==> src/rtl/rxs_pkg.sv <==
package rxs_pkg;

    localparam int unsigned NUM_FLAGS = 2;
    localparam int unsigned IDX_FULL  = 0;
    localparam int unsigned IDX_OVR   = 1;

    typedef enum logic [1:0] {
        ACC_NONE   = 2'd0,
        ACC_STATUS = 2'd1,
        ACC_DATA   = 2'd2
    } acc_e;

    typedef struct packed {
        logic load;
        logic overrun;
    } byte_fate_t;

    // A data read wins over a coincident status read.
    function automatic acc_e decode_access(logic rs, logic rd);
        if (rd)      return ACC_DATA;
        else if (rs) return ACC_STATUS;
        else         return ACC_NONE;
    endfunction

    // A byte is lost only if the holding register stays occupied this cycle.
    function automatic byte_fate_t classify_byte(logic stb, logic full, logic full_clearing);
        byte_fate_t f;
        f.overrun = stb & full & ~full_clearing;
        f.load    = stb & ~f.overrun;
        return f;
    endfunction

endpackage

==> src/rtl/rxs_flag_cell.sv <==
module rxs_flag_cell
    import rxs_pkg::*;
(
    input  logic clk,
    input  logic rst,
    input  acc_e acc,
    input  logic set,
    output logic flag_o,
    output logic arm_o,
    output logic clr_o
);
    logic flag_q;
    logic arm_q;

    assign clr_o  = (acc == ACC_DATA) & arm_q;
    assign flag_o = flag_q;
    assign arm_o  = arm_q;

    always_ff @(posedge clk) begin
        if (rst) begin
            flag_q <= 1'b0;
            arm_q  <= 1'b0;
        end else begin
            flag_q <= set | (flag_q & ~clr_o);
            case (acc)
                ACC_STATUS: arm_q <= flag_q;
                ACC_DATA:   arm_q <= 1'b0;
                default:    arm_q <= arm_q;
            endcase
        end
    end
endmodule

==> src/rtl/rxs_data_hold.sv <==
module rxs_data_hold #(
    parameter int unsigned DATA_W = 8
) (
    input  logic              clk,
    input  logic              rst,
    input  logic              load,
    input  logic [DATA_W-1:0] din,
    output logic [DATA_W-1:0] dout
);
    logic [DATA_W-1:0] hold_q;

    always_ff @(posedge clk) begin
        if (rst)       hold_q <= '0;
        else if (load) hold_q <= din;
    end

    assign dout = hold_q;
endmodule

==> src/rtl/rx_status_seq.sv <==
module rx_status_seq
    import rxs_pkg::*;
#(
    parameter int unsigned DATA_W = 8
) (
    input  logic              clk,
    input  logic              rst,
    input  logic              byte_stb,
    input  logic [DATA_W-1:0] byte_data,
    input  logic              rd_status,
    input  logic              rd_data,
    output logic              full_o,
    output logic              ovr_o,
    output logic [DATA_W-1:0] rx_data_o
);
    acc_e                 acc;
    byte_fate_t           fate;
    logic [NUM_FLAGS-1:0] flag_set;
    logic [NUM_FLAGS-1:0] flag_q;
    logic [NUM_FLAGS-1:0] flag_arm;
    logic [NUM_FLAGS-1:0] flag_clr;

    assign acc  = decode_access(rd_status, rd_data);
    assign fate = classify_byte(byte_stb, flag_q[IDX_FULL], flag_clr[IDX_FULL]);

    always_comb begin
        flag_set           = '0;
        flag_set[IDX_FULL] = byte_stb;
        flag_set[IDX_OVR]  = fate.overrun;
    end

    for (genvar g = 0; g < NUM_FLAGS; g++) begin : g_flag
        rxs_flag_cell u_cell (
            .clk    (clk),
            .rst    (rst),
            .acc    (acc),
            .set    (flag_set[g]),
            .flag_o (flag_q[g]),
            .arm_o  (flag_arm[g]),
            .clr_o  (flag_clr[g])
        );
    end

    rxs_data_hold #(.DATA_W(DATA_W)) u_hold (
        .clk  (clk),
        .rst  (rst),
        .load (fate.load),
        .din  (byte_data),
        .dout (rx_data_o)
    );

    assign full_o = flag_q[IDX_FULL];
    assign ovr_o  = flag_q[IDX_OVR];
endmodule

==> config.mk <==
export PLATFORM = sky130hd
export DESIGN_NAME = rx_status_seq
export DESIGN_NICKNAME = d
export VERILOG_FILES = /design/src/rtl/rxs_pkg.sv /design/src/rtl/rxs_flag_cell.sv /design/src/rtl/rxs_data_hold.sv /design/src/rtl/rx_status_seq.sv
export SDC_FILE = /design/constraint.sdc
export NUM_CORES = 1
export LEC_CHECK = 0
export CORE_AREA = 2 2 39 41
export DETAILED_ROUTE_END_ITERATION = 6
export DIE_AREA = 0 0 41 43
export PLACE_DENSITY = 0.84
export SLEW_MARGIN = 15
export SYNTH_ARGS = -nofsm -noshare
export SYNTH_HDL_FRONTEND = slang
export SYNTH_SLANG_ARGS = --single-unit
==> constraint.sdc <==
create_clock -name clk -period 2.6 [get_ports clk]
set_input_delay 0.65 -clock clk [delete_from_list [all_inputs] [get_ports clk]]
set_output_delay 0.65 -clock clk [all_outputs]
set_load 0.01 [all_outputs]
# Word level (Yosys, flattened, before mapping)
# Index checks and enable logic that the tools add are counted.
# word_totals
regBits	12
latchBits	0
ram_bits	0
rom_bits	0
input_bits	13
out_inout_bits	10
word_cells	24
n_memories	0
# classes
add_sub_neg	0
n_mul	0
n_div	0
magnitude_cmp	0
n_eq_ne	2
shift	0
muxes	4
bitwise_logic	12
n_reduce_logical	1
# ops
op	n
1-bit AND	7
1-bit one-hot mux with 2 select lines	2
1-bit inverter	3
2-bit by 1-bit equality test with 1-bit output (second input constant)	1
2-bit equality test (second input constant)	1
2-bit two-way mux	1
1-bit OR	2
2-bit nonzero test	1
1-bit two-way mux	1

# Longest topological paths before layout
# depth
word_depth	8
mapped_depth	4
mapped_depth_nobuf	3

# Hierarchy
# From an unflattened synthesis, not the netlist that was laid out.
# hier_totals
cells_unflattened	52
hier_area_um2	501.7
# modules_own_cells
mod	n_inst	cells_each	area_per_inst_um2	seq_area_each_um2
rxs_data_hold	1	26	285.3	160.2
rxs_flag_cell	2	11	96.3	40.0
rx_status_seq	1	4	23.8	0.0

# Worst setup path before layout
# OpenSTA, ideal clock, no wires.
# synth_path
kind	input -> register
startpoint	input rd_data
endpoint	register u_hold.hold_q[0], in the netlist u_hold.dout[0]
setup_ns	0.119
t_arrival_ns	1.104
slack_ns	1.377
stages	4
cell_sequence	a21boi_2 -> nor2b_1 -> buf_6 -> mux2i_1
# synth_between
elab_chain_len	7
# synth_rtl
item	line_no	source
from (decl)	rx_status_seq.sv:11	input logic rd_data,
2-bit two-way mux	rxs_pkg.sv:20	if (rd) return ACC_DATA;
2-bit equality test	rxs_flag_cell.sv:15	assign clr_o = (acc == ACC_DATA) & arm_q;
1-bit AND	rxs_flag_cell.sv:15	
1-bit inverter	rxs_pkg.sv:28	f.overrun = stb & full & ~full_clearing;
1-bit AND	rxs_pkg.sv:28	
1-bit inverter	rxs_pkg.sv:29	f.load = stb & ~f.overrun;
1-bit AND	rxs_pkg.sv:29	
to (signal assigned)	rxs_data_hold.sv:14	else if (load) hold_q <= din;
to (decl)	rxs_data_hold.sv:10	logic [DATA_W-1:0] hold_q;
# Every way passes these cells.
# A chain may end at the register's enable or synchronous reset.

# Final worst setup path
# layout_path
startpoint	register g_flag[1].u_cell.flag_q
endpoint	output ovr_o
# layout_lines
item	line_no	source
from (decl)	rxs_flag_cell.sv:12	logic flag_q;
from (signal assigned)	rxs_flag_cell.sv:24	flag_q <= set | (flag_q & ~clr_o);
to (decl)	rx_status_seq.sv:13	output logic ovr_o,
# No word-level cell between the ends.

==> results.md <==
- Routed wire per std cell: 11.09 microns
- Inserted Clock Buffers: 3
- RR Startpoint: g_flag[0].u_cell.flag_o$_SDFF_PP0_
- Setup WS post-layout: 0.7893 ns
- Core area: 1384 sq um
- Internal portion of total power: 0.2968 mW
- Per-instance average area after synthesis: 10.18 sq um
- Setup Slack @ Placement: 0.6967 ns
- Vias post-DR: 406
- Cell family with most CP delay: buffers and inverters
- Remaining number of nets flagged by the antenna check after routing: 0
- Register-to-register path setup slack: 1.51 ns
- Max Clock Skew: 0.0003796 ns
- Min cycle time layout: 1.811 ns
- Width of the die: 41 microns
- Layout Area Growth over Synthesis: 49.39%
- Status: complete, no violations
- Mapped cell area: 509.2 sq um
- TritonCTS clock tree: yes
- Highest ir drop seen on vdd: 0.1986 mV
- Ant. Diodes: 0
- Count of routing violations after the opening detailed-route iteration: 5
- Number of setup buffers added after CTS: 0
- Worst hold margin: 0.4756 ns
- Sequential share of the synthesized area: 47.17%
- Worst slew slack as a fraction of its limit: 65.31%
- Final global-route overflow total: 0
- CP required: 1.95 ns
- Number of setup violations in the final report: 0
- Sum of routed wire length over all layers: 987 microns
- R2R Path End: u_hold.dout[1]$_SDFFE_PP0P_
- Sinks on the clock net: 12
- Achievable clock frequency: 0.5523 GHz
- Power share of the clock group: 28.3%
- Worst Tran Pin Value: 0.5187 ns
- NetSw: 0.08833 mW
- Biggest area consumer among synthesized cells: dfxtp_1
- Initial antenna violation count: 0
- DIE HEIGHT: 43 microns
- Critical path's slowest cell: clkdlybuf4s50_1
- Std cell rows: 14
- Fraction of final layout cells with drive strength greater than 1: 6.849%
- Gr usage total: 13.42%
- Detailed Routing Iterations Pass 1: 4
- Final estimated routing congestion in global placement: 0.5886
- DRC violation count after routing: 0
- Cell depth of the worst hold path: 2
- Number of global-route vias before repair: 391
- Cell at the root of the clock tree: clkbuf_4
- H-tree depth reported by CTS: 1
- CP max FO: 3
- Min-Delay Path Class: register to register
- Switching part of the total power: 22.93%
- Final count of hold timing violations: 0
- Number of buffers between clock root and the deepest sink: 2
- Series of cell instances along the critical path: clkdlybuf4s50_1
- Biggest area contributors in the synthesized netlist: dfxtp_1 (47%), mux2i_1 (20%), nand2b_1 (20%)
- Setup CP Type: register to primary output
- R2R depth: 4
- Yosys Warn Count: 0
- Hold worst-path end: u_hold.dout[2]$_SDFFE_PP0P_
- Setup crit end kind: primary output
- Core occupancy in the finished layout: 54.97%
- Origin of the worst min-delay path: u_hold.dout[2]$_SDFFE_PP0P_
- Sum Neg Setup Slack: 0 ns
- Syn Nets: 63
- I/O pin cnt: 23
- Total count of max-transition violations in the final report: 0
- Data arrival time of the critical path: 1.16 ns
- Number of instances resized during post-cts repair: 0
- Maximum Capacitance Violations: 0
- Net count reported at finish: 88
- CP peak stage delay: 0.54 ns
- Clk pin slew, worst setup/hold paths: 0.07 ns
- Total half-perimeter wirelength after legalization and detailed placement: 744.2 microns
- Global-route wire length before repair: 1.593 mm
- Power density relative to cell area: 506.3 nW/um^2
- Clock insertion delay at the later pin of the skew report: 0.26 ns
- Setup repair after global routing missed its margin: no
- Buf+Inv Stages, Crit Path: 1
- Number of buffers added on ports: 22
- Fraction of power consumed by sequential logic: 52.1%
- Starting density of the core: 36.80%
- Number of distinct library cells after synthesis: 11
- Cells after synthesis: 50
- Proportion of power drawn by combinational gates: 19.7%
- Vias per cell: 4.562
- Final cycle utilization of the critical path: 69.64%
- Floorplan die area: 1763 sq um
- Launching element type of the critical path: register
- Largest net degree at the start of global routing: 21
- Fraction of synthesized cell area taken by the top area cell type: 47.17%
- Total of flip-flops plus latches after synthesis: 12
- CTS Hold Bufs: 0
- Leakage power: 0.2933 nW
==> synthesized netlist by cell type <==
library cell  count
nand2b_1         16
dfxtp_1          12
mux2i_1          10
nor2_1            3
clkbuf_1          2
nor3_1            2
a21boi_2          1
a22oi_1           1
buf_6             1
nand2_1           1
nor2b_1           1
==> layout by cell type, fill, tap and decap left out, drive strengths merged <==
cell           count
clkbuf             3
nor2b              1
nand2b            16
buf                1
a21boi             1
mux2i             10
nor2               3
dfxtp             12
nor3               2
nand2              1
clkdlybuf4s50     22
a22oi              1
==> area by class of cell <==
class,instances,area (sq um)
fill,130,623.1
sequential,12,240.2
timing repair buffer,23,227.7
multi-input combinational,35,250.2
clock buffer,3,22.52
tap,16,20.02
==> kinds of logic after synthesis <==
group | after synthesis | synth area share, %
AND/OR/NAND/NOR | 23 | 25.80
AO/OA/AOI/OAI | 2 | 3.686
multiplexers | 10 | 19.66
buffers and inverters | 3 | 3.686
flip-flops | 12 | 47.17
==> worst max-delay path by stage <==
stage / start / slack, ns / cells past startpoint / end
3_3_place_gp: rd_data / 0.76 / 5 / u_hold.dout[2]$_SDFFE_PP0P_
2_1_floorplan: rd_data / 1.38 / 4 / u_hold.dout[0]$_SDFFE_PP0P_
5_1_grt: g_flag[0].u_cell.flag_o$_SDFF_PP0_ / 0.73 / 1 / full_o
4_1_cts: g_flag[1].u_cell.flag_o$_SDFF_PP0_ / 0.77 / 1 / ovr_o
6_report: g_flag[1].u_cell.flag_o$_SDFF_PP0_ / 0.79 / 1 / ovr_o
3_5_place_dp: rd_data / 0.70 / 5 / u_hold.dout[4]$_SDFFE_PP0P_
==> metal layers <==
layer	vias up	GRT usage, %	routed length, microns
li1	211	-	-
met1	178	16.99	437
met2	17	19.69	471
met3	0	3.141	79
met4	0	8.000	0
met5	-	0	0
==> power by group through the flow <==
stage,clock [mW],sequential [mW],combinational (mW)
after floorplan,0,0.209,0.0293
after global placement,0,0.205,0.0746
after detailed placement,0,0.205,0.0764
after CTS,0.116,0.201,0.0767
after global routing,0.127,0.202,0.0819
final,0.109,0.201,0.0757
==> stage by stage <==
step	instance area [sq um]	instances	power, mW
floorplan	509.2	50	0.2383
global placement	738.2	86	0.2792
detailed placement	738.2	86	0.2814
CTS	760.7	89	0.3929
global route	760.7	89	0.4106
finish	760.7	89	0.3852
==> registers in the layout, indices dropped and copies added (netlist names) <==
name and flops:
g_flag.u_cell.arm_o 2, g_flag.u_cell.flag_o 2, u_hold.dout 8
No activity file was read; power rests on OpenSTA's default activity.
